### src/rtl/burst_col_seq.sv
module burst_col_seq #(
  parameter int COL_W = 8
) (
  input  logic             clk,
  input  logic             rst_n,
  input  logic             start_i,
  input  logic             term_i,
  input  logic             is_write_i,
  input  logic [COL_W-1:0] start_col_i,
  input  logic [2:0]       len_code_i,
  input  logic             interleave_i,
  input  logic             single_write_i,
  output logic [COL_W-1:0] col_o,
  output logic             beat_valid_o,
  output logic             last_o
);

  localparam logic [2:0] CODE_FULL = 3'b111;

  logic             active_q, full_q, ilv_q;
  logic [1:0]       lg_q;
  logic [COL_W-1:0] base_q, beat_q;
  logic [COL_W-1:0] mask_w, low_w;
  logic             legal_w, go_w, one_w;

  assign legal_w = !len_code_i[2] || (len_code_i == CODE_FULL && !interleave_i);
  assign go_w    = start_i && legal_w;
  assign one_w   = is_write_i && single_write_i;

  assign mask_w = full_q ? {COL_W{1'b1}} : ~({COL_W{1'b1}} << lg_q);
  assign low_w  = ilv_q ? (base_q ^ beat_q) : (base_q + beat_q);

  assign col_o        = (base_q & ~mask_w) | (low_w & mask_w);
  assign beat_valid_o = active_q;
  assign last_o       = active_q && !full_q && (beat_q == mask_w);

  always_ff @(posedge clk or negedge rst_n) begin
    if (!rst_n) begin
      active_q <= 1'b0;
      full_q   <= 1'b0;
      ilv_q    <= 1'b0;
      lg_q     <= '0;
      base_q   <= '0;
      beat_q   <= '0;
    end else if (go_w) begin
      active_q <= 1'b1;
      base_q   <= start_col_i;
      beat_q   <= '0;
      ilv_q    <= interleave_i;
      full_q   <= !one_w && (len_code_i == CODE_FULL);
      lg_q     <= (one_w || len_code_i == CODE_FULL) ? 2'd0 : len_code_i[1:0];
    end else if (term_i) begin
      active_q <= 1'b0;
    end else if (active_q) begin
      if (last_o) active_q <= 1'b0;
      else        beat_q   <= beat_q + COL_W'(1);
    end
  end

  AST_LAST_HAS_VALID: assert property (@(posedge clk) disable iff (!rst_n)
    last_o |-> beat_valid_o);

  AST_START_FIRST_BEAT: assert property (@(posedge clk) disable iff (!rst_n)
    go_w |=> (beat_valid_o && col_o == $past(start_col_i)));

  AST_LAST_ENDS: assert property (@(posedge clk) disable iff (!rst_n)
    (last_o && !start_i) |=> !beat_valid_o);

  AST_FULL_NO_LAST: assert property (@(posedge clk) disable iff (!rst_n)
    (start_i && len_code_i == CODE_FULL && !interleave_i && !one_w) |=> !last_o);

  AST_SINGLE_WRITE: assert property (@(posedge clk) disable iff (!rst_n)
    (go_w && one_w) |=> last_o);

  AST_TERM_IDLE: assert property (@(posedge clk) disable iff (!rst_n)
    (term_i && !start_i) |=> !beat_valid_o);

  AST_KEEP_GOING: assert property (@(posedge clk) disable iff (!rst_n)
    (beat_valid_o && !last_o && !term_i) |=> beat_valid_o);

endmodule

### config.mk
export PLATFORM = sky130hd
export DESIGN_NAME = burst_col_seq
export DESIGN_NICKNAME = d
export VERILOG_FILES = /design/src/rtl/burst_col_seq.sv
export SDC_FILE = /design/constraint.sdc
export NUM_CORES = 1
export LEC_CHECK = 0
export ABC_AREA = 1
export BUFFER_PORTS_ARGS = -buffer_cell sky130_fd_sc_hd__buf_4
export CAP_MARGIN = 10
export CORE_MARGIN = 4
export CORE_UTILIZATION = 60
export CTS_CLUSTER_DIAMETER = 30
export CTS_CLUSTER_SIZE = 40
export DETAILED_ROUTE_END_ITERATION = 8
export PLACE_DENSITY = 0.85
export SLEW_MARGIN = 15
export SYNTH_ARGS = -nofsm -noshare
export SYNTH_HDL_FRONTEND = slang
export SYNTH_SLANG_ARGS = --single-unit
### constraint.sdc
create_clock -name clk -period 4.2 [get_ports clk]
set_input_delay 0.84 -clock clk [delete_from_list [all_inputs] [get_ports clk]]
set_output_delay 0.84 -clock clk [all_outputs]
set_load 0.01 [all_outputs]
## Word-level counts from Yosys, hierarchy flattened

Cells that the tools add are included.

| storage, ports and cells | value |
|---|---|
| flip-flop bits (word level) | 21 |
| input port bits | 18 |
| word-level logic and storage cells | 44 |

| operators by class | value |
|---|---|
| $add $sub $neg | 2 |
| equal/unequal tests | 4 |
| shift operators | 1 |
| muxes and demuxes | 11 |
| bitwise operators | 6 |
| reduce and logical (&&, ||, !) cells | 14 |

Operators with widths:

| kind | count |
|---|---|
| 2-to-1 mux 8 bit | 6 |
| bitwise AND 8 bit | 2 |
| NOT 8 bit | 2 |
| adder 8 x 1 -> 8 bit, second input constant | 1 |
| adder 8 bit | 1 |
| == test 8 bit | 1 |
| bitwise OR 8 bit | 1 |
| << shifter 8 x 2 -> 8 bit, first input constant | 1 |
| XOR 8 bit | 1 |
| logical AND 1 bit | 6 |
| zero test 1 bit | 4 |
| 2-to-1 mux 1 bit | 4 |
| inequality test 2 x 1 -> 1 bit, second input constant | 2 |
| == test 3 bit, second input constant | 1 |
| AND reduction 3 bit | 1 |
| logical OR 1 bit | 2 |
| 2-to-1 mux 2 bit | 1 |
| nonzero test 2 bit | 1 |

## Depth between registers and ports, before layout

| logic depth | value |
|---|---|
| depth in word-level cells | 9 |
| gate-level depth with buffers | 10 |

## Worst setup path before layout

Ideal clock, no wire load.

| path | value |
|---|---|
| path type | flip-flop to output port |
| from | register beat_q[0] |
| to | output port col_o[4] |
| data arrival time | 1,624 ps |
| data required time | 3,360 ps |
| path slack | 1,736 ps |
| cell stages (with the launch flop) | 9 |
| buffers on the path | 0 |
| cell sequence | dfrtp_1 -> ha_1 -> inv_1 -> fa_1 -> inv_1 -> nand3_1 -> a21oi_1 -> xnor2_1 -> o21ai_0 |

| between the ends | value |
|---|---|
| cells in the longest elaborated chain, start to end | 4 |

RTL lines:

| what | RTL line | source |
|---|---|---|
| start, declared | 22 | `logic [COL_W-1:0] base_q, beat_q;` |
| start signal, assigned | 56 | `else beat_q <= beat_q + COL_W'(1);` |
| adder 8 bit | 31 | `assign low_w = ilv_q ? (base_q ^ beat_q) : (base_q + beat_q);` |
| 2-to-1 mux 8 bit | 31 |  |
| bitwise AND 8 bit | 33 | `assign col_o = (base_q & ~mask_w) \| (low_w & mask_w);` |
| bitwise OR 8 bit | 33 |  |
| end, declared | 13 | `output logic [COL_W-1:0] col_o,` |

No other way between the ends.

## Worst setup path after layout

| path | value |
|---|---|
| from | register beat_q[0] |
| to | output port col_o[6] |

The elaborated chain is that of the path after synthesis.

==> flow_metrics.env <==
export IMPL_core_area_um2=2500
export IMPL_r2r_end="beat_q[5]"
export IMPL_cts_setup_buffers=0
export IMPL_diodes=0
export IMPL_clkSinkCount=21
export IMPL_worstHoldPathType="in2async"
export IMPL_cts_hold_buf=0
export IMPL_syn_nets=241
export IMPL_critPathKind="reg2out"
export IMPL_die_width_um=59.6
export IMPL_fin_crit_sh=0.708
export IMPL_rows=18
export IMPL_synth_distinct_cells=29
export IMPL_h_tree_depth=1
export IMPL_initial_core_util=0.640
export IMPL_dieArea_um2=3560
export IMPL_rr_worst_depth=7
export IMPL_drc=0
export IMPL_rsz0062_at_grt="false"
export IMPL_synthCells=214
export IMPL_grt_start_max_net_pins=27
export IMPL_crit_arrival_ns=2.13
export IMPL_yosysSeqAreaShare=0.328
export IMPL_cp_required_ns=3.36
export IMPL_ys_ff_latch=21
export IMPL_dr_total_vias=1441
export IMPL_cts_resized=0
export IMPL_portBuffers=27
export IMPL_post_dp_hpwl_mm=2.57
export IMPL_ir_drop_mv=0.232
export IMPL_grt_use_total=0.213
export IMPL_tritoncts="built"
export IMPL_areaGrowthSynthToFinish_pct=15.0
export IMPL_clock_root_buffer="clkbuf_4"
export IMPL_io_pins=28
export IMPL_nets=269
export IMPL_r2r_start="full_q"
export IMPL_place_ws_ns=1.57
export IMPL_grt_pass1_wl_mm=5.84
export IMPL_hold_viol=0
export IMPL_drt_iter0_markers=59
export IMPL_clkSlewWorstSetupHoldPaths_ns=0.12
export IMPL_fp_dieH_um=59.6
export IMPL_overflow=0
export IMPL_syn_area_um2=1600
export IMPL_drive_gt1_frac=0.207
export IMPL_fmaxAchievable_mhz=336
export IMPL_fin_crit_ns=2.97
export IMPL_wirelength_mm=3.44
export IMPL_worstMarginPinSlew_ns=1.06
export IMPL_first_pass_iters=4
export IMPL_gp_congestion=0.909
export IMPL_via_per_inst=5.32
export IMPL_tns_ns=0
export IMPL_drv_cap=0
export IMPL_slew_viol_final=0
export IMPL_cts_buffers=3
export IMPL_r2r_slack_ns=2.60
export IMPL_p_per_area_nw_per_um2=304
export IMPL_crit_fanout=5
export IMPL_worst_slack_ns=1.23
export IMPL_ys_warn_count=0
export IMPL_fill_cells=213
export IMPL_syn_avg_cell_area_um2=7.48
export IMPL_switching_share=0.374
export IMPL_fin_util=0.736
export IMPL_startpoint_type="flop"
export IMPL_leakage_nw=1.00
export IMPL_clock_power_share=0.183
export IMPL_setup_viol=0
export IMPL_grt_pass1_vias=1321
export IMPL_antenna_found_initial=0
export IMPL_avgRoutedWirePerCell_um=12.7
export IMPL_internal_power_mw=0.350
export IMPL_clock_skew_ns=0.00117
export IMPL_clock_latency_ns=0.30
export IMPL_comb_power_share=0.374
export IMPL_final_antenna_net_count=0
export IMPL_pwr_share_seq=0.443
export IMPL_slew_headroom=0.294
export IMPL_switching_power_mw=0.209
export IMPL_end_kind="primary output"
export IMPL_status="complete, no violations"
export IMPL_clockBufferDepth=2
==> power groups by stage <==
stage	Combinational, mW	Clock (mW)	Sequential (mW)
2_1_floorplan	0.143	0	0.245
3_3_place_gp	0.204	0	0.252
3_5_place_dp	0.210	0	0.251
4_1_cts	0.211	0.105	0.247
5_1_grt	0.235	0.110	0.251
6_report	0.209	0.102	0.248
==> through the flow <==
| stage | power (mW) | area [um^2] | instances | hold slack [ns] |
|---|---|---|---|---|
| after floorplan | 0.388 | 1600 | 214 | 0.473 |
| after global placement | 0.456 | 1810 | 267 | 0.495 |
| after CTS | 0.564 | 1840 | 271 | 0.398 |
| final | 0.559 | 1840 | 271 | 0.392 |
| after detailed placement | 0.461 | 1810 | 267 | 0.507 |
| after global routing | 0.596 | 1840 | 271 | 0.404 |
==> cells by family (layout without fill, tap and decap cells) <==
kind of cell	Yosys count	after routing	synth area share
and+or+nand+nor	122	122	0.378
buffers and inverters	31	58	0.0797
AOI/OAI and AO/OA	21	21	0.0727
DFF	21	21	0.328
adders and majority gates	9	9	0.0751
xor gates and xnor gates	9	9	0.0586
muxes	1	1	0.00704
==> state kept, by name (all words and copies together) (netlist names) <==
register,count
beat_valid_o,1
base_q,8
ilv_q,1
lg_q,2
beat_q,8
full_q,1
==> synthesized netlist by cell type <==
| library cell | number | area share |
|---|---|---|
| nand2_1 | 73 | 0.17 |
| o21ai_1 | 2 | 0.0063 |
| a21o_1 | 1 | 0.0047 |
| xor2_2 | 2 | 0.020 |
| nand3_4 | 1 | 0.011 |
| dfrtp_1 | 21 | 0.33 |
| ha_1 | 8 | 0.063 |
| o211ai_1 | 1 | 0.0047 |
| nor2_1 | 9 | 0.021 |
| o21ai_0 | 10 | 0.031 |
| nand3_1 | 12 | 0.038 |
| nand4_1 | 11 | 0.043 |
| nand3_2 | 8 | 0.050 |
| nand2_8 | 1 | 0.013 |
| xnor2_1 | 3 | 0.016 |
| fa_1 | 1 | 0.013 |
| nor2_4 | 1 | 0.0070 |
| nor2_2 | 3 | 0.012 |
| a21oi_1 | 5 | 0.016 |
| nand3b_1 | 2 | 0.0094 |
| o21bai_1 | 1 | 0.0047 |
| mux2_2 | 1 | 0.0070 |
| inv_2 | 1 | 0.0023 |
| xor2_1 | 4 | 0.022 |
| buf_2 | 3 | 0.0094 |
| nand2_2 | 1 | 0.0039 |
| buf_6 | 1 | 0.0070 |
| a21oi_2 | 1 | 0.0055 |
| inv_1 | 26 | 0.061 |
==> cell usage in the layout, fill, tap and decap left out <==
| cell type | n |
|---|---|
| a21o_1 | 1 |
| a21oi_1 | 5 |
| a21oi_2 | 1 |
| buf_4 | 27 |
| clkbuf_1 | 1 |
| clkbuf_4 | 3 |
| dfrtp_1 | 21 |
| fa_1 | 1 |
| ha_1 | 8 |
| inv_1 | 26 |
| inv_2 | 1 |
| mux2_2 | 1 |
| nand2_1 | 73 |
| nand2_2 | 1 |
| nand2_8 | 1 |
| nand3_1 | 12 |
| nand3_2 | 8 |
| nand3_4 | 1 |
| nand3b_1 | 2 |
| nand4_1 | 11 |
| nor2_1 | 9 |
| nor2_2 | 3 |
| nor2_4 | 1 |
| o211ai_1 | 1 |
| o21ai_0 | 10 |
| o21ai_1 | 2 |
| o21bai_1 | 1 |
| xnor2_1 | 3 |
| xor2_1 | 4 |
| xor2_2 | 2 |
==> layer usage <==
| metal | vias up | GRT usage | wire, um |
|---|---|---|---|
| met4 | 0 | 0.0380 | 13 |
| met1 | 651 | 0.321 | 1720 |
| met3 | 2 | 0.0196 | 189 |
| met2 | 42 | 0.335 | 1520 |
| met5 | - | 0 | 0 |
| li1 | 746 | - | - |
==> worst max-delay path: stages, from the launching register on <==
cell and delay (ns):
dfrtp_1 0.46, ha_1 0.21, inv_1 0.06, fa_1 0.38, inv_1 0.09, nand4_1 0.09, o211ai_1 0.14, nand3_1 0.11
nand3_1 0.10, nand2_1 0.05, buf_4 0.14
==> worst max path at each step <==
| stage | startpoint | endpoint | slack, ns | cells after the start |
|---|---|---|---|---|
| floorplan | beat_q[0] | col_o[4] | 1.74 | 8 |
| global placement | beat_q[0] | col_o[6] | 1.59 | 10 |
| detailed placement | beat_q[0] | col_o[6] | 1.57 | 10 |
| CTS | beat_q[0] | col_o[6] | 1.22 | 10 |
| global route | beat_q[0] | col_o[6] | 1.01 | 11 |
| finish | beat_q[0] | col_o[6] | 1.23 | 10 |
==> cell type report <==
type	instances	area (um^2)	area share
Multi-Input combinational cell	162	947	0.515
Sequential cell	21	526	0.286
Timing Repair Buffer	27	203	0.110
Tap cell	30	37.5	0.0204
Inverter	27	101	0.0551
Clock buffer	4	26.3	0.0143
Note: power is estimated with default switching activity, not from simulation.
